**src/rtl/nand_seq_pkg.sv**
```systemverilog
package nand_seq_pkg;

  typedef enum logic [2:0] {
    ST_IDLE, ST_CMD, ST_ADDR, ST_DATA, ST_TRAIL, ST_TWB, ST_RB
  } seq_state_e;

  typedef struct packed {
    logic [7:0] t_wb;
    logic [7:0] t_setup;
    logic [7:0] t_high;
    logic [7:0] t_low;
  } timing_t;

  // launch word bit positions (decoded by the sequencer)
  localparam int LB_VALID = 31;
  localparam int LB_AEN   = 30;
  localparam int LB_ACNT  = 27;
  localparam int LB_RD    = 26;
  localparam int LB_WR    = 25;

  // status bit positions
  localparam int SB_CMD  = 31;
  localparam int SB_XFER = 28;
  localparam int SB_ERR  = 0;

  // register word indices
  localparam logic [3:0] RI_LAUNCH = 4'd0;
  localparam logic [3:0] RI_TRAIL  = 4'd1;
  localparam logic [3:0] RI_STAT   = 4'd2;
  localparam logic [3:0] RI_MASK   = 4'd3;
  localparam logic [3:0] RI_LEN    = 4'd4;
  localparam logic [3:0] RI_ALO    = 4'd5;
  localparam logic [3:0] RI_AHI    = 4'd6;
  localparam logic [3:0] RI_TIME   = 4'd7;
  localparam logic [3:0] RI_SRST   = 4'd8;

  function automatic logic [3:0] addr_cycles(input logic en, input logic [2:0] fld);
    return en ? ({1'b0, fld} + 4'd1) : 4'd0;
  endfunction

  function automatic logic has_data(input logic rd, input logic wr, input logic [15:0] n);
    return (rd | wr) && (n != 16'd0);
  endfunction

  function automatic logic is_byte_state(input seq_state_e s);
    return (s == ST_CMD) || (s == ST_ADDR) || (s == ST_DATA) || (s == ST_TRAIL);
  endfunction

endpackage

```
**src/rtl/nand_strobe.sv**
```systemverilog
module nand_strobe #(
  parameter int CW = 8
) (
  input  logic          clk,
  input  logic          rst_n,
  input  logic          clr,
  input  logic          start,
  input  logic [CW-1:0] t_setup,
  input  logic [CW-1:0] t_low,
  input  logic [CW-1:0] t_high,
  output logic          strobe_low,
  output logic          sample,
  output logic          done
);
  typedef enum logic [1:0] {P_OFF, P_SET, P_LOW, P_HIGH} phase_e;
  phase_e        ph;
  logic [CW-1:0] cnt;
  logic          cnt_zero;

  assign cnt_zero   = (cnt == '0);
  assign strobe_low = (ph == P_LOW);
  assign sample     = (ph == P_LOW) && cnt_zero;
  assign done       = (ph == P_HIGH) && cnt_zero;

  always_ff @(posedge clk or negedge rst_n) begin
    if (!rst_n) begin
      ph  <= P_OFF;
      cnt <= '0;
    end else if (clr) begin
      ph  <= P_OFF;
      cnt <= '0;
    end else begin
      case (ph)
        P_OFF: if (start) begin ph <= P_SET; cnt <= t_setup; end
        P_SET: if (cnt_zero) begin ph <= P_LOW; cnt <= t_low; end
               else cnt <= cnt - 1'b1;
        P_LOW: if (cnt_zero) begin ph <= P_HIGH; cnt <= t_high; end
               else cnt <= cnt - 1'b1;
        default: if (cnt_zero) begin
                   if (start) begin ph <= P_SET; cnt <= t_setup; end
                   else ph <= P_OFF;
                 end else cnt <= cnt - 1'b1;
      endcase
    end
  end
endmodule

```
**src/rtl/nand_seq_regs.sv**
```systemverilog
module nand_seq_regs
  import nand_seq_pkg::*;
#(
  parameter int LEN_W = 16
) (
  input  logic             clk,
  input  logic             rst_n,
  input  logic             reg_wr,
  input  logic [3:0]       reg_addr,
  input  logic [31:0]      reg_wdata,
  output logic [31:0]      reg_rdata,
  input  logic             engine_busy,
  input  logic             set_cmd_done,
  input  logic             set_xfer_done,
  input  logic             op_finish,
  output logic             go,
  output logic [31:0]      launch_word,
  output logic             trail_en,
  output logic [7:0]       trail_opc,
  output logic [LEN_W-1:0] xfer_len,
  output logic [63:0]      addr_bytes,
  output logic [31:0]      timing_word,
  output logic             srst,
  output logic             irq,
  output logic             launch_hit,
  output logic             busy_any,
  output logic             st_cmd_done,
  output logic             st_err
);
  logic        trail_ecc;
  logic        st_xfer;
  logic [31:0] mask;
  logic [31:0] stat_vec;
  logic        wr_stat;
  logic        accept;

  assign launch_hit = reg_wr && (reg_addr == RI_LAUNCH) && reg_wdata[LB_VALID];
  assign busy_any   = engine_busy || go;
  assign accept     = launch_hit && !busy_any && !srst;
  assign wr_stat    = reg_wr && (reg_addr == RI_STAT);

  always_comb begin
    stat_vec          = '0;
    stat_vec[SB_CMD]  = st_cmd_done;
    stat_vec[SB_XFER] = st_xfer;
    stat_vec[SB_ERR]  = st_err;
  end

  assign irq = |(stat_vec & mask);

  always_ff @(posedge clk or negedge rst_n) begin
    if (!rst_n) begin
      go          <= 1'b0;
      launch_word <= '0;
      trail_en    <= 1'b0;
      trail_ecc   <= 1'b0;
      trail_opc   <= '0;
      xfer_len    <= '0;
      addr_bytes  <= '0;
      timing_word <= 32'hFFFF_FFFF;
      srst        <= 1'b0;
      mask        <= '0;
      st_cmd_done <= 1'b0;
      st_xfer     <= 1'b0;
      st_err      <= 1'b0;
    end else begin
      go <= accept;
      if (accept) launch_word <= reg_wdata;
      if (reg_wr) begin
        case (reg_addr)
          RI_TRAIL: begin
            trail_en  <= reg_wdata[8];
            trail_ecc <= reg_wdata[30];
            trail_opc <= reg_wdata[7:0];
          end
          RI_MASK: mask        <= reg_wdata;
          RI_LEN:  xfer_len    <= reg_wdata[LEN_W-1:0];
          RI_ALO:  addr_bytes[31:0]  <= reg_wdata;
          RI_AHI:  addr_bytes[63:32] <= reg_wdata;
          RI_TIME: timing_word <= reg_wdata;
          RI_SRST: srst        <= reg_wdata[0];
          default: ;
        endcase
      end
      if (op_finish || srst) begin
        trail_en  <= 1'b0;
        trail_ecc <= 1'b0;
      end
      // sticky status: set wins over a same-cycle clear
      if (set_cmd_done) st_cmd_done <= 1'b1;
      else if (wr_stat && reg_wdata[SB_CMD]) st_cmd_done <= 1'b0;
      if (set_xfer_done) st_xfer <= 1'b1;
      else if (wr_stat && reg_wdata[SB_XFER]) st_xfer <= 1'b0;
      if (launch_hit && busy_any) st_err <= 1'b1;
      else if (wr_stat && reg_wdata[SB_ERR]) st_err <= 1'b0;
    end
  end

  always_comb begin
    case (reg_addr)
      RI_LAUNCH: reg_rdata = launch_word;
      RI_TRAIL:  reg_rdata = {1'b0, trail_ecc, 21'd0, trail_en, trail_opc};
      RI_STAT:   reg_rdata = stat_vec;
      RI_MASK:   reg_rdata = mask;
      RI_LEN:    reg_rdata = 32'(xfer_len);
      RI_ALO:    reg_rdata = addr_bytes[31:0];
      RI_AHI:    reg_rdata = addr_bytes[63:32];
      RI_TIME:   reg_rdata = timing_word;
      RI_SRST:   reg_rdata = {31'd0, srst};
      default:   reg_rdata = '0;
    endcase
  end
endmodule

```
**src/rtl/nand_seq.sv**
```systemverilog
module nand_seq
  import nand_seq_pkg::*;
#(
  parameter int LEN_W = 16
) (
  input  logic             clk,
  input  logic             rst_n,
  input  logic             reg_wr,
  input  logic [3:0]       reg_addr,
  input  logic [31:0]      reg_wdata,
  output logic [31:0]      reg_rdata,
  output logic             irq,
  output logic [LEN_W-1:0] buf_idx,
  input  logic [7:0]       buf_wdata,
  output logic [7:0]       buf_rdata,
  output logic             buf_wr_en,
  output logic             nand_cle,
  output logic             nand_ale,
  output logic             nand_we_n,
  output logic             nand_re_n,
  output logic [7:0]       nand_io_out,
  output logic             nand_io_oe,
  input  logic [7:0]       nand_io_in,
  input  logic             nand_rb_n
);
  localparam int NADDR_MAX = 8;
  localparam int AIW       = $clog2(NADDR_MAX) + 1;

  seq_state_e       state, adv, after_addr, after_data;
  logic             go, srst, engine_busy;
  logic [31:0]      launch_word, timing_word;
  logic             trail_en, trail_opc_unused;
  logic [7:0]       trail_opc;
  logic [LEN_W-1:0] xfer_len;
  logic [63:0]      addr_bytes;
  timing_t          tm;

  // captured operation
  logic [7:0]       op_opc, op_trail;
  logic             op_rd, op_wr, op_trail_en;
  logic [AIW-1:0]   op_naddr;
  logic [LEN_W-1:0] op_len;
  logic [63:0]      op_addr;

  logic [AIW-1:0]   acnt;
  logic [LEN_W-1:0] dcnt;
  logic [7:0]       twb_cnt;

  // named internal events
  logic strobe_start, strobe_low, strobe_sample, byte_done;
  logic rd_phase, wr_phase, set_cmd_done, set_xfer_done;
  logic launch_hit, busy_any, st_cmd_done, st_err;
  logic last_addr, last_data;

  assign trail_opc_unused = 1'b0;
  assign tm = timing_t'(timing_word);
  assign engine_busy = (state != ST_IDLE);

  nand_seq_regs #(.LEN_W(LEN_W)) u_regs (
    .clk, .rst_n, .reg_wr, .reg_addr, .reg_wdata, .reg_rdata,
    .engine_busy, .set_cmd_done, .set_xfer_done, .op_finish(set_cmd_done),
    .go, .launch_word, .trail_en, .trail_opc, .xfer_len, .addr_bytes,
    .timing_word, .srst, .irq, .launch_hit, .busy_any, .st_cmd_done, .st_err
  );

  nand_strobe #(.CW(8)) u_strobe (
    .clk, .rst_n, .clr(srst), .start(strobe_start),
    .t_setup(tm.t_setup), .t_low(tm.t_low), .t_high(tm.t_high),
    .strobe_low, .sample(strobe_sample), .done(byte_done)
  );

  assign last_addr = (acnt + 1'b1) == op_naddr;
  assign last_data = (dcnt + 1'b1) == op_len;

  always_comb begin
    after_data = op_trail_en ? ST_TRAIL : ST_TWB;
    after_addr = has_data(op_rd, op_wr, op_len) ? ST_DATA : after_data;
    case (state)
      ST_CMD:   adv = (op_naddr != '0) ? ST_ADDR : after_addr;
      ST_ADDR:  adv = last_addr ? after_addr : ST_ADDR;
      ST_DATA:  adv = last_data ? after_data : ST_DATA;
      ST_TRAIL: adv = ST_TWB;
      default:  adv = state;
    endcase
  end

  assign strobe_start  = ((state == ST_IDLE) && go && !srst) ||
                         (byte_done && is_byte_state(adv));
  assign rd_phase      = (state == ST_DATA) && op_rd;
  assign wr_phase      = (state == ST_DATA) && !op_rd;
  assign set_cmd_done  = (state == ST_RB) && nand_rb_n && !srst;
  assign set_xfer_done = (state == ST_DATA) && byte_done && last_data && !srst;

  always_ff @(posedge clk or negedge rst_n) begin
    if (!rst_n) begin
      state       <= ST_IDLE;
      op_opc      <= '0;
      op_trail    <= '0;
      op_rd       <= 1'b0;
      op_wr       <= 1'b0;
      op_trail_en <= 1'b0;
      op_naddr    <= '0;
      op_len      <= '0;
      op_addr     <= '0;
      acnt        <= '0;
      dcnt        <= '0;
      twb_cnt     <= '0;
    end else if (srst) begin
      state <= ST_IDLE;
    end else begin
      case (state)
        ST_IDLE: if (go) begin
          state       <= ST_CMD;
          op_opc      <= launch_word[7:0];
          op_rd       <= launch_word[LB_RD];
          op_wr       <= launch_word[LB_WR];
          op_naddr    <= addr_cycles(launch_word[LB_AEN], launch_word[LB_ACNT+:3]);
          op_len      <= xfer_len;
          op_addr     <= addr_bytes;
          op_trail_en <= trail_en;
          op_trail    <= trail_opc;
          acnt        <= '0;
          dcnt        <= '0;
        end
        ST_TWB: if (twb_cnt == '0) state <= ST_RB;
                else twb_cnt <= twb_cnt - 1'b1;
        ST_RB:  if (nand_rb_n) state <= ST_IDLE;
        default: if (byte_done) begin
          state <= adv;
          if (state == ST_ADDR) acnt <= acnt + 1'b1;
          if (state == ST_DATA) dcnt <= dcnt + 1'b1;
          if (adv == ST_TWB) twb_cnt <= tm.t_wb;
        end
      endcase
    end
  end

  // read capture at the RE# rising edge
  always_ff @(posedge clk or negedge rst_n) begin
    if (!rst_n) begin
      buf_rdata <= '0;
      buf_wr_en <= 1'b0;
    end else begin
      buf_wr_en <= strobe_sample && rd_phase && !srst;
      if (strobe_sample && rd_phase) buf_rdata <= nand_io_in;
    end
  end

  assign buf_idx    = dcnt;
  assign nand_cle   = (state == ST_CMD) || (state == ST_TRAIL);
  assign nand_ale   = (state == ST_ADDR);
  assign nand_we_n  = !(strobe_low && !rd_phase);
  assign nand_re_n  = !(strobe_low && rd_phase);
  assign nand_io_oe = (state == ST_CMD) || (state == ST_ADDR) ||
                      (state == ST_TRAIL) || wr_phase;

  always_comb begin
    case (state)
      ST_CMD:   nand_io_out = op_opc;
      ST_ADDR:  nand_io_out = op_addr[acnt[2:0]*8 +: 8];
      ST_DATA:  nand_io_out = wr_phase ? buf_wdata : 8'h00;
      ST_TRAIL: nand_io_out = op_trail;
      default:  nand_io_out = 8'h00;
    endcase
  end
endmodule

```
**config.mk**
```make
export PLATFORM = sky130hd
export DESIGN_NAME = nand_seq
export DESIGN_NICKNAME = d
export VERILOG_FILES = /design/src/rtl/nand_seq_pkg.sv /design/src/rtl/nand_strobe.sv /design/src/rtl/nand_seq_regs.sv /design/src/rtl/nand_seq.sv
export SDC_FILE = /design/constraint.sdc
export NUM_CORES = 1
export LEC_CHECK = 0
export BUFFER_PORTS_ARGS = -buffer_cell sky130_fd_sc_hd__buf_2
export CORE_MARGIN = 3
export CORE_UTILIZATION = 35
export CTS_CLUSTER_SIZE = 25
export DETAILED_ROUTE_END_ITERATION = 8
export GPL_ROUTABILITY_DRIVEN = 0
export SETUP_SLACK_MARGIN = 0.05
export SYNTH_ARGS = -nofsm -noshare
export SYNTH_HDL_FRONTEND = slang
export SYNTH_SLANG_ARGS = --single-unit
```
**constraint.sdc**
```tcl
create_clock -name clk -period 3.3 [get_ports clk]
set_input_delay 0.66 -clock clk [delete_from_list [all_inputs] [get_ports clk]]
set_output_delay 0.66 -clock clk [all_outputs]
set_load 0.03 [all_outputs]
```
== Word level (Yosys, flattened, before mapping) ==
Cells that the tools add are included.

* Add/subtract/negate cells: 5
* Reduce and logical (&&, ||, !) cells: 79
* Bitwise gates (word level): 5
* Equal/unequal tests: 32
* Mux-type cells: 53
* Shift-type cells: 1

{| class="wikitable"
|+ Operators with widths
! operator !! number
|-
| 32-bit case mux with 9 select lines || 1
|-
| 8-bit 2-to-1 mux || 9
|-
| 64-bit by 7-bit variable part select with 8-bit output || 1
|-
| 16-bit 2-to-1 mux || 3
|-
| 32-bit AND || 1
|-
| 16-bit case mux with 2 select lines || 1
|-
| 8-bit case mux with 4 select lines || 1
|-
| 32-bit OR reduction || 1
|-
| 3-bit 2-to-1 mux || 9
|-
| 1-bit logical AND || 26
|-
| 8-bit case mux with 3 select lines || 1
|-
| 2-bit nonzero test || 10
|-
| 16-bit by 1-bit adder with 16-bit output (second input constant) || 1
|-
| 16-bit equality test || 1
|-
| 4-bit by 3-bit equality test with 1-bit output (second input constant) || 4
|-
| 8-bit zero test || 2
|-
| 4-bit 2-to-1 mux || 4
|-
| 8-bit case mux with 2 select lines || 1
|-
| 2-bit AND reduction || 8
|-
| 16-bit nonzero test || 1
|-
| 8-bit by 1-bit subtractor with 8-bit output (second input constant) || 2
|-
| 3-bit equality test (second input constant) || 5
|-
| 5-bit AND reduction || 3
|-
| 1-bit 2-to-1 mux || 14
|-
| 33 further kinds || 65
|}

* Bits of input ports: 56
* Flip-flop bits (word level): 344
* Word-level logic and storage cells: 205

== Longest topological paths before layout ==
Gate-level depths: netlist of run 1.

* Depth in word-level cells: 15
* Mapped depth: 12

== Hierarchy ==
Synthesis of run 1 repeated with hierarchy kept, for this count alone.

* Cell total of the unflattened synthesis: 1414
* Area total of the unflattened synthesis: 17394.2 um2

{| class="wikitable"
|+ Modules (own cells, without submodules)
! module !! area each (um2) !! cells each !! instances
|-
| nand_seq_regs || 8844.7 || 638 || 1
|-
| nand_seq || 7405.9 || 641 || 1
|-
| nand_strobe || 1143.6 || 135 || 1
|}

== Least setup slack after synthesis of run 1 ==
Ideal clock, no wire load.

* Kind: reg-to-reg
* Start point: register dcnt[0], in the netlist buf_idx[0]
* End point: register u_strobe.ph[0]
* Arrival time: 3.226 ns
* Setup slack: -0.046 ns
* Buffers on the path: 2
* Cell stages (with the launch flop): 13
* Path through: dfrtp_1 > ha_1 > buf_2 > nand3_1 > nor4_2 > o221ai_1 > or4_4 > o41ai_2 > and2_1 > buf_4 > a21oi_1 > a2111o_1 > o211a_1

* Cells in the longest elaborated chain, start to end: 14

{| class="wikitable"
|+ Ends and longest elaborated chain
! what !! line !! text
|-
| from (decl) || nand_seq.sv:46 || <nowiki>logic [LEN_W-1:0] dcnt;</nowiki>
|-
| from (signal assigned) || nand_seq.sv:131 || <nowiki>if (state == ST_DATA) dcnt <= dcnt + 1'b1;</nowiki>
|-
| 16-bit by 1-bit adder with 16-bit output (*) || nand_seq.sv:73 || <nowiki>assign last_data = (dcnt + 1'b1) == op_len;</nowiki>
|-
| 16-bit equality test (*) || nand_seq.sv:73 ||
|-
| 3-bit 2-to-1 mux (*) || nand_seq.sv:81 || <nowiki>ST_DATA: adv = last_data ? after_data : ST_DATA;</nowiki>
|-
| 3-bit case mux with 4 select lines (*) || nand_seq.sv:78 || <nowiki>case (state)</nowiki>
|-
| 3-bit by 1-bit equality test with 1-bit output / 3-bit by 2-bit equality test with 1-bit output (equally long branches) || nand_seq_pkg.sv:46 || <nowiki>return (s == ST_CMD) || (s == ST_ADDR) || (s == ST_DATA) || (s == ST_TRAIL);</nowiki>
|-
| 1-bit logical OR (2 in series) || nand_seq_pkg.sv:46 ||
|-
| 1-bit logical OR (*) || nand_seq_pkg.sv:46 ||
|-
| 1-bit logical AND (*) || nand_seq.sv:88 || <nowiki>(byte_done && is_byte_state(adv));</nowiki>
|-
| 1-bit logical OR (*) || nand_seq.sv:87 || <nowiki>assign strobe_start = ((state == ST_IDLE) && go && !srst) ||</nowiki>
|-
| 1-bit 2-to-1 mux || nand_strobe.sv:40 || <nowiki>if (start) begin ph <= P_SET; cnt <= t_setup; end</nowiki>
|-
| 2-bit 2-to-1 mux || nand_strobe.sv:39 || <nowiki>default: if (cnt_zero) begin</nowiki>
|-
| 2-bit case mux with 3 select lines || nand_strobe.sv:33 || <nowiki>case (ph)</nowiki>
|-
| 2-bit 2-to-1 mux || nand_strobe.sv:29 || <nowiki>end else if (clr) begin</nowiki>
|-
| to (signal assigned) || nand_strobe.sv:30 || <nowiki>ph <= P_OFF;</nowiki>
|-
| to (signal assigned) || nand_strobe.sv:34 || <nowiki>P_OFF: if (start) begin ph <= P_SET; cnt <= t_setup; end</nowiki>
|-
| to (signal assigned) || nand_strobe.sv:40 ||
|-
| to (decl) || nand_strobe.sv:16 || <nowiki>phase_e ph;</nowiki>
|}

Every way passes the cells marked *; elsewhere a longest branch is shown, timed or not. The select of a mux whose other input is x is not followed.
A chain may end at the register's enable or synchronous reset.

== Worst setup path after layout of run 1 ==
* Start point: register acnt[0]
* End point: output nand_io_out[6]

* Cells in the longest elaborated chain, start to end: 2

{| class="wikitable"
|+ Ends and longest elaborated chain
! what !! line !! text
|-
| from (decl) || nand_seq.sv:45 || <nowiki>logic [AIW-1:0] acnt;</nowiki>
|-
| from (signal assigned) || nand_seq.sv:130 || <nowiki>if (state == ST_ADDR) acnt <= acnt + 1'b1;</nowiki>
|-
| 64-bit by 7-bit variable part select with 8-bit output || nand_seq.sv:160 || <nowiki>ST_ADDR: nand_io_out = op_addr[acnt[2:0]*8 +: 8];</nowiki>
|-
| 8-bit case mux with 4 select lines || nand_seq.sv:158 || <nowiki>case (state)</nowiki>
|-
| to (decl) || nand_seq.sv:21 || <nowiki>output logic [7:0] nand_io_out,</nowiki>
|}

No other way between the ends.

==> results of run 1 <==
[cells in the mapped netlist (all sizes together), types with 4 or more instances]
cell type / count
xnor2: 10
or2: 5
a31oi: 13
nor4: 15
dfstp: 32
nand4: 10
nor3b: 4
a311oi: 5
mux2: 197
nand2b: 10
o21ai: 75
a21oi: 33
xor2: 11
a21boi: 4
dfrtp: 312
a222oi: 19
o2bb2ai: 8
mux4: 16
inv: 16
nor3: 17
buf: 26
a211oi: 5
clkbuf: 73
a21o: 7
nand3: 48
or3: 8
nand2: 386
o211ai: 5
nor2: 45
nor2b: 8
o31ai: 12
a221oi: 5
a22o: 6
or4: 5
and3: 6
mux2i: 18
ha: 11
a22oi: 64
[power by group through the flow]
stage               Sequential, mW  Combinational, mW  Clock, mW
floorplan                     5.46               1.65          0
global placement              5.74               2.31          0
detailed placement            5.77               2.37          0
CTS                           5.70               2.39       4.46
global route                  5.81               2.67       4.62
finish                        5.73               2.43       4.37
[per-layer routing]
metal  up-vias  wire length, um
met3        97             4720
met2       621            25200
met5         -               60
met4        10             1550
met1      6935            24800
li1       6066                -
[cells in the final DEF, fill, tap and decap left out, types with 13 or more instances in the layout]
master and n:
a21oi_1 32, a222oi_1 19, a22oi_1 64, a31oi_1 13, buf_2 125, buf_4 84, clkbuf_16 40, dfrtp_1 306
dfstp_2 32, inv_1 16, mux2_2 197, mux2i_1 15, mux4_2 16, nand2_1 383, nand3_1 45, nor2_1 41
nor3_1 14, o21ai_0 74
[final cells by class]
class / count / area [um2]
diodes: 1 / 2.50
clock buffers: 61 / 1190
clock inverters: 10 / 92.6
fillers: 4487 / 26800
inverters: 18 / 67.6
multi-input cells: 1133 / 7900
flip-flops and latches: 344 / 8660
well taps: 607 / 759
repair buffers: 221 / 1490
[registers in the layout (all words and copies together), names as in the netlist, 3 cells and up]
signal              flops
u_regs.launch_word     32
op_naddr                4
op_opc                  8
buf_rdata               8
op_trail                8
u_regs.addr_bytes      64
state                   3
u_strobe.cnt            8
u_regs.trail_opc        8
op_addr                64
buf_idx                16
op_len                 16
u_regs.xfer_len        16
u_regs.timing_word     32
acnt                    4
twb_cnt                 8
u_regs.mask            32
[worst paths after layout]
path	to	slack [ns]
min	u_regs.launch_word[23]$_DFFE_PN0P_	0.11
min in group clk	buf_rdata[7]$_DFFE_PN0P_	0.34
max reg2reg	u_strobe.cnt[2]$_DFF_PN0_	0.19
max in group asynchronous	buf_idx[9]$_DFFE_PN0P_	2.31
max	nand_io_out[6]	0.13
min reg2reg	op_addr[47]$_DFFE_PN0P_	0.47
[logic make-up (layout without fill, tap and decap cells)]
family | after synthesis | in the layout | synth area share, %
AO/OA/AOI/OAI | 289 | 289 | 12.1
XOR/XNOR | 23 | 23 | 1.36
adder cells (fa/ha/maj) | 11 | 11 | 0.819
buffers and inverters | 117 | 310 | 2.68
flip-flops | 344 | 344 | 51.4
multiplexers | 231 | 231 | 16.4
other | 0 | 1 | 0
AND/OR/NAND/NOR | 579 | 579 | 15.2
[metrics by stage]
step	hold slack [ns]	power, mW
after floorplan	0.364	7.12
after global placement	0.455	8.06
after detailed placement	0.459	8.14
after CTS	0.114	12.6
after global routing	0.142	13.1
final	0.109	12.5
[timing repair]
action	CTS	global route
buffers inserted	0	2
pin swaps	0	4
gates resized for setup	8	17
hold endpoints to repair	0	0
endpoints found under the setup margin	6	28
==> impl_metrics.tcl, run 1 <==
set metrics [dict create \
    crit_fanout 20 \
    cts_hold_buf 0 \
    use_met1_pct 31.6 \
    drtPass1Iterations 7 \
    synth_edf_count 0 \
    worst_slew_pin_slew_ns 0.682 \
    ys_seq_elements 344 \
    ir_drop_mv 0.439 \
    p_switching_mw 3.84 \
    setup.worst_path.start "acnt[0]$_DFFE_PN0P_" \
    crit_family "multiplexers" \
    setup.worst_path.start_class "register" \
    clock_latency_ns 0.57 \
    postSynthAreaPerCell_um2 10.5 \
    min_period_over_period_pct 96.1 \
    clkTransAtPathRegs_ns 0.06 \
    numCtsBuffers 39 \
    crit_arrival_ns 2.51 \
    pre_cts_ws_ns -0.0193 \
    fin_area_um2 20200 \
    cellPowerDensity_nw_per_um2 622 \
    critPathCaptureType "output port" \
    yosys-top-cells-area "dfrtp_1, mux2_2, nand2_1" \
    vias_per_cell 5.73 \
    port_buffers 126 \
    dr.first_iter.drc_count 1619 \
    min_period_ns 3.17 \
    async_flop_share_pct 100 \
    route.detailed.drc 0 \
    fmax_mhz 315 \
    clock_sinks 344 \
    power_frac_clock_pct 34.8 \
    synth.cell_area_um2 16800 \
    start_util_pct 35.8 \
    io_pins 127 \
    antenna_found_initial 9 \
    crit_slowest_cell "mux4_2" \
    num_vias 13729 \
    chipWidth_um 225 \
    cts-htree-levels 2 \
    dp_cells 2321 \
    core_um2 47000 \
    track_usage_pct 22.0 \
    tritoncts "yes" \
    r2r_cells 11 \
    rows 79 \
    wl_per_cell_um 23.5 \
    path_class "register to output port" \
    ys.flop_type "dfrtp_1" \
    wirelength_um 56200 \
    critical_path_buf_inv_count 2 \
    netlist_instances 1594 \
    slew_headroom_pct 54.5 \
    fp.dieArea_um2 50700 \
    cts-root-buf "clkbuf_16" \
    path_cells "buf_12 > mux4_2 > mux2i_2 > o21ai_0 > buf_2" \
    leakage_nw 9.42 \
    grt_use_met3_pct 4.88 \
    r2r_start "u_strobe.cnt[0]$_DFF_PN0_" \
    synthToLayoutAreaGrowth_pct 19.9 \
    internal-power_mw 8.70 \
    status "finished, final reports clean" \
    pwr-share-seq_pct 45.7 \
    ys_seq_area_share_pct 51.4 \
    dp_hpwl_um 39800 \
    yosys.area.top_type_share_pct 46.4 \
    yosysUniqueCellTypes 81 \
    slew_violations 0 \
    holdCritPathClass "input port to asynchronous set/reset pin" \
    drive_above_1_share_pct 32.5 \
    switching_share_pct 30.6 \
    drv_cap 0 \
    grt_busiest_layer "met2" \
    grt_max_degree 95 \
    grt-ovfl-total 0 \
    worstPathRequired_ns 2.64 \
    syn-num-nets 1661 \
    instances_no_fill 2395 \
    finClkSkew_ns 0.0278 \
    grt_pass1_wl_um 85400 \
    max_stage_delay_ns 0.53 \
    hold_violations 0 \
    ant_nets 0 \
    ys_warn_count 0 \
    placed_area_um2 18700 \
    finalSetupTns_ns 0 \
    comb_power_share_pct 19.4 \
    critical_path_depth 5 \
    die_h_um 225 \
    fin_util_pct 42.9 \
    synth_top_area_cell "dfrtp_1" \
    rsz0062_at_grt "yes" \
    clk_path_buf_depth 3 \
    layout_setup_ws_ns 0.128 \
    grt_pass1_vias 13607 \
    met2_usage_pct 33.6 \
    final_nets 1824 \
    final-setup-viol-count 0 \
]
Power figures use the tool's default switching activity.
==> run 2, diff against run 1 <==
--- a/config.mk
+++ b/config.mk
@@ -6,7 +6,6 @@
 export NUM_CORES = 1
 export LEC_CHECK = 0
 export BUFFER_PORTS_ARGS = -buffer_cell sky130_fd_sc_hd__buf_2
-export CORE_MARGIN = 3
 export CORE_UTILIZATION = 35
 export CTS_CLUSTER_SIZE = 25
 export DETAILED_ROUTE_END_ITERATION = 8
==> constraint.sdc (replaced) <==
create_clock -name clk -period 3.3 [get_ports clk]
set_input_delay 0.495 -clock clk [delete_from_list [all_inputs] [get_ports clk]]
set_output_delay 0.495 -clock clk [all_outputs]
set_load 0.01 [all_outputs]
==> run 2 against run 1 <==
Net effect:
- fmax shrank 0.67%
- sequential share of layout area is 0.056 points higher
- clock skew down 0.011 ns
- setup slack worse by 0.021 ns
- total power rose by 1.1%
- largest power group unchanged
- combinational power shrank 4%
==> impl_metrics.tcl, run 2 (synthesized netlist as in run 1, its figures left out) <==
set metrics [dict create \
    min_period_over_period_pct 96.8 \
    hold_violations 0 \
    crit_family "multiplexers" \
    worst_slew_pin_slew_ns 0.708 \
    holdCritPathClass "input port to register" \
    path_class "register to output port" \
    holdWs_ns 0.166 \
    path_cells "buf_6 > mux4_2 > mux2i_1 > o21ai_0 > buf_2" \
    drive_above_1_share_pct 31.8 \
    r2r_start "buf_idx[12]$_DFFE_PN0P_" \
    tritoncts "yes" \
    port_buffers 126 \
    min_period_ns 3.19 \
    crit_slowest_cell "mux4_2" \
    postCtsSetupBuffers 0 \
    worstPathRequired_ns 2.80 \
    slew_violations 0 \
    finalSetupTns_ns 0 \
    wl_per_cell_um 23.4 \
    status "finished, final reports clean" \
    drtPass1Iterations 5 \
    layout_setup_ws_ns 0.106 \
    final_nets 1809 \
    slew_headroom_pct 52.8 \
    track_usage_pct 22.6 \
    grt_pass1_vias 13257 \
    numCtsBuffers 40 \
    max_stage_delay_ns 0.55 \
    final-setup-viol-count 0 \
    grt_pass1_wl_um 84400 \
    num_vias 13705 \
    critical_path_depth 5 \
    fmax_mhz 313 \
    core_um2 47000 \
    top_regs "op_addr: 64 flops, u_regs.addr_bytes: 64 flops" \
    rrSetupSlack_ns 0.15 \
    wirelength_um 55600 \
    cts-htree-levels 2 \
    synthToLayoutAreaGrowth_pct 19.7 \
    die_h_um 221 \
    fp.dieArea_um2 48900 \
    finClkSkew_ns 0.0163 \
    critical_path_buf_inv_count 2 \
    ant_nets 0 \
    final_common_cell "nand2_1" \
    grt_max_degree 84 \
    rr_endpoint "u_strobe.cnt[0]$_DFF_PN0_" \
    crit_fanout 16 \
    clkTransAtPathRegs_ns 0.06 \
    leakage_nw 9.37 \
    start_util_pct 35.8 \
    route.detailed.drc 0 \
    critPathCaptureType "output port" \
    ir_drop_mv 0.327 \
    grt-ovfl-total 0 \
    min_path_cells 2 \
    cts-root-buf "clkbuf_16" \
    r2r_cells 11 \
    clock_sinks 344 \
    cp-endpoint "nand_io_out[4]" \
    fin_util_pct 42.8 \
    dp_hpwl_um 38800 \
    setup.worst_path.start_class "register" \
    dr.first_iter.drc_count 1358 \
    crit_arrival_ns 2.70 \
    chipWidth_um 221 \
    rsz0062_at_grt "yes" \
    vias_per_cell 5.75 \
    antenna_found_initial 4 \
    cellPowerDensity_nw_per_um2 630 \
    layout_common_cells "nand2_1, dfrtp_1, mux2_2, buf_2, o21ai_0" \
    rows 79 \
    setup.worst_path.start "acnt[0]$_DFFE_PN0P_" \
    io_pins 127 \
    clk_path_buf_depth 3 \
    clock_latency_ns 0.57 \
    drv_cap 0 \
    pre_cts_ws_ns -0.00767 \
]
-- run 2: cell count changes in the layout (fill, tap and decap cells not counted), moves of 2 or more --
cell        before  now
clkbuf_8        11    5
dfrtp_2          6    0
dfrtp_1        306  312
clkinvlp_4       1    4
bufinv_16        1    4
nor4b_2          2    0
buf_4           84   66
-- run 2: layer usage --
layer / wire [um] / global-route usage, % / share of wire, %
met1: 24700 / 33.1 / 44
met2: 25300 / 34.0 / 45
met3: 4490 / 4.02 / 8.1
met4: 1160 / 6.47 / 2.1
met5: 39 / 0 / 0.070
-- run 2: worst min path at each step --
stage	start	endpoint	slack (ns)
after floorplan	rst_n	acnt[0]$_DFFE_PN0P_	0.20
after global placement	op_addr[48]$_DFFE_PN0P_	op_addr[48]$_DFFE_PN0P_	0.45
after detailed placement	u_regs.launch_word[31]$_DFFE_PN0P_	u_regs.launch_word[31]$_DFFE_PN0P_	0.46
after CTS	nand_io_in[5]	buf_rdata[5]$_DFFE_PN0P_	0.14
after global routing	nand_io_in[5]	buf_rdata[5]$_DFFE_PN0P_	0.15
final	nand_io_in[5]	buf_rdata[5]$_DFFE_PN0P_	0.17
-- run 2: area by class of cell --
cell class | instances | area, um2
clock inverter | 19 | 239
multi-input combinational | 1133 | 7920
fill | 4422 | 26800
clock buffer | 55 | 1110
tap | 607 | 759
timing repair buffer | 205 | 1380
antenna | 1 | 2.50
sequential | 344 | 8650
inverter | 18 | 67.6
-- run 2: repair_timing --
item	CTS	global route
hold endpoints to repair	66	0
hold buffers	1	0
endpoints found under the setup margin	12	29
pin swaps	0	1
resized for setup	6	26
-- run 2: power by group --
group / internal, mW / switching, mW / leakage, nW
logic: 1.09 / 1.25 / 4.29
clock network: 2.69 / 1.89 / 0.651
registers: 5.03 / 0.709 / 4.43
total: 8.82 / 3.85 / 9.37
-- run 2: metrics by stage --
stage / total power [mW] / cell area (um2) / instances
after CTS: 12.6 / 20000 / 2381
final: 12.7 / 20100 / 2382
after global placement: 7.94 / 18600 / 2306
after global routing: 13.2 / 20100 / 2381
after detailed placement: 8.04 / 18600 / 2306
after floorplan: 7.04 / 16800 / 1594
==> run 3, diff against run 2 <==
--- a/config.mk
+++ b/config.mk
@@ -5,6 +5,7 @@
 export SDC_FILE = /design/constraint.sdc
 export NUM_CORES = 1
 export LEC_CHECK = 0
+export ABC_AREA = 1
 export BUFFER_PORTS_ARGS = -buffer_cell sky130_fd_sc_hd__buf_2
 export CORE_UTILIZATION = 35
 export CTS_CLUSTER_SIZE = 25
==> run 3 against run 2 <==
Net effect:
- the run now ends with DRC left
- synthesized cell count grew 31%
- fmax increased by 5.3%
- routed wire length shrank 2.1%
- worst hold slack worse by 0.0024 ns
- utilization shrank 1.2 points
- final area shrank 3.2%
- die area is 0.72% lower
- critical endpoint is now nand_io_out[7]
- largest cell class unchanged
- largest power group unchanged
==> impl_metrics.tcl, run 3 <==
set metrics [dict create \
    path_cells "clkinv_1 > nand3_1 > nand3_1 > o2111ai_1 > buf_2" \
    start_util_pct 35.7 \
    slew_headroom_pct 43.7 \
    numCtsBuffers 41 \
    yosysUniqueCellTypes 46 \
    synthToLayoutAreaGrowth_pct 16.6 \
    grt_use_met3_pct 4.25 \
    die_h_um 220 \
    final-setup-viol-count 0 \
    layout_common_cells "nand2_1, o21ai_0, dfrtp_1, inv_1, buf_2" \
    ys_seq_area_share_pct 51.8 \
    slew_violations 0 \
    drv_cap 0 \
    ys_warn_count 0 \
    cts-root-buf "clkbuf_16" \
    crit_arrival_ns 2.54 \
    min_period_over_period_pct 91.9 \
    tritoncts "yes" \
    ys.flop_type "dfrtp_1" \
    hold_violations 0 \
    fin_area_um2 19500 \
    yosys-top-cells-area "dfrtp_1, nand2_1, o21ai_0" \
    grt_pass1_wl_um 84700 \
    clk_path_buf_depth 3 \
    final_nets 2264 \
    top_regs "op_addr: 64 flops, u_regs.addr_bytes: 64 flops" \
    status "finished, violations left" \
    critPathCaptureType "output port" \
    track_usage_pct 22.8 \
    wl_per_cell_um 19.2 \
    fp.dieArea_um2 48600 \
    met2_usage_pct 34.7 \
    syn-num-nets 2153 \
    clock_sinks 344 \
    crit_top_cell "nand3_1" \
    rsz0062_at_grt "no" \
    finalSetupTns_ns 0 \
    synth_edf_count 0 \
    holdWs_ns 0.163 \
    port_buffers 126 \
    crit_slowest_cell "dfrtp_1" \
    async_flop_share_pct 100 \
    use_met1_pct 32.2 \
    ys_seq_elements 344 \
    r2r_cells 22 \
    cellPowerDensity_nw_per_um2 697 \
    vias_per_cell 5.31 \
    setup.worst_path.start_class "register" \
    min_path_cells 2 \
    finClkSkew_ns 0.0243 \
    grt_max_degree 161 \
    synth_top_area_cell "dfrtp_1" \
    chipWidth_um 220 \
    clock_latency_ns 0.58 \
    violations "DRC" \
    placed_area_um2 18100 \
    grt-ovfl-total 0 \
    path_class "register to output port" \
    grt_busiest_layer "met2" \
    ant_nets 0 \
    max_stage_delay_ns 0.67 \
    leakage_nw 9.32 \
    wirelength_um 54500 \
    num_vias 15051 \
    dp_hpwl_um 37600 \
    core_um2 46800 \
    grt_pass1_vias 14289 \
    netlist_instances 2086 \
    postSynthAreaPerCell_um2 8.00 \
    min_period_ns 3.03 \
    power_mw 13.6 \
    antenna_found_initial 1 \
    fillCellCount 4636 \
    crit_fanout 12 \
    yosys.area.top_type_share_pct 46.8 \
    yosys.cell_count.top_type "nand2_1" \
    route.detailed.drc 7 \
    final_common_cell "nand2_1" \
    cts-htree-levels 2 \
    worst_slew_pin_slew_ns 0.837 \
    synth.cell_area_um2 16700 \
    ir_drop_mv 0.350 \
    dr.first_iter.drc_count 1609 \
    holdCritPathClass "input port to register" \
    drtPass1Iterations 8 \
    fmax_mhz 330 \
    clkTransAtPathRegs_ns 0.06 \
    drive_above_1_share_pct 13.9 \
    ys_top_cells_by_count "nand2_1, o21ai_0, dfrtp_1" \
    antenna-diode-count 0 \
    rows 79 \
    worstPathRequired_ns 2.80 \
    io_pins 127 \
]
## run 3: cell types whose count changed after synthesis, moves of 19 or more
cell / before / now
a22oi_1: 64 / 1
o21ai_0: 74 / 337
a222oi_1: 19 / 0
nand3_1: 48 / 121
a21oi_1: 33 / 57
a221oi_1: 5 / 29
mux2_2: 197 / 8
inv_1: 16 / 203
nand4_1: 8 / 33
nand2_1: 385 / 656
## run 3: final timing paths
| kind | startpoint | slack, ns | endpoint |
|---|---|---|---|
| setup / recovery | acnt[2]$_DFFE_PN0P_ | 0.27 | nand_io_out[7] |
| hold / removal | nand_io_in[1] | 0.16 | buf_rdata[1]$_DFFE_PN0P_ |
| setup reg to reg | buf_idx[1]$_DFFE_PN0P_ | 0.44 | u_strobe.cnt[0]$_DFF_PN0_ |
| hold reg to reg | op_addr[33]$_DFFE_PN0P_ | 0.47 | op_addr[33]$_DFFE_PN0P_ |
| max in group asynchronous | rst_n | 1.85 | buf_rdata[4]$_DFFE_PN0P_ |
| min in group asynchronous | rst_n | 0.42 | buf_idx[13]$_DFFE_PN0P_ |
## run 3: through the flow
step	util [%]	setup WS (ns)	cells
floorplan	-	0.752	2086
global placement	38.7	0.462	2756
detailed placement	38.7	0.366	2756
CTS	41.5	0.106	2833
global route	41.6	0.0649	2837
finish	41.6	0.268	2837
## run 3: per-layer routing
layer  vias up  part of all wire, %
met4         0                  3.2
met1      7261                   44
met3        93                  7.8
li1       7102                    -
met2       595                   45
met5         -                    0
## run 3: report_power, final
part / internal, mW / switching [mW] / total [mW]
clock network: 2.60 / 1.83 / 4.43
registers: 4.98 / 0.644 / 5.62
logic: 1.22 / 2.30 / 3.52
total: 8.80 / 4.77 / 13.6
## run 3: cell families after synthesis
family                     count (synthesis)  share of synthesized area (%)
adders and majority gates                 11                          0.825
and+or+nand+nor                          914                           23.0
muxes                                      9                          0.600
DFF                                      344                           51.8
buffers and inverters                    309                           7.06
xor gates and xnor gates                  10                          0.607
AOI/OAI and AO/OA                        489                           16.1
## run 3: layout make-up
cell class | instances | area, um2 | area share, %
clock buffers | 69 | 1210 | 6.23
clock inverters | 7 | 96.3 | 0.495
inverters | 206 | 774 | 3.98
multi-input cells | 1433 | 6900 | 35.5
flip-flops and latches | 344 | 8650 | 44.4
well taps | 607 | 759 | 3.90
repair buffers | 171 | 1070 | 5.49
## run 3: critical path, delay by kind of cell, from the launching register on
kind | cells | cell delay [ns]
simple gates | 2 | 0.40
compound gates | 1 | 0.20
flops | 1 | 0.67
buf+inv | 2 | 0.69
## run 3: timing repair
| item | in CTS | in global routing |
|---|---|---|
| hold buffers | 1 | 0 |
| resized for setup | 4 | 3 |
| hold endpoints to repair | 43 | 0 |
| cloned | 0 | 0 |
| endpoints found under the setup margin | 5 | 15 |
| buffers inserted | 0 | 4 |
| pin swaps | 0 | 1 |
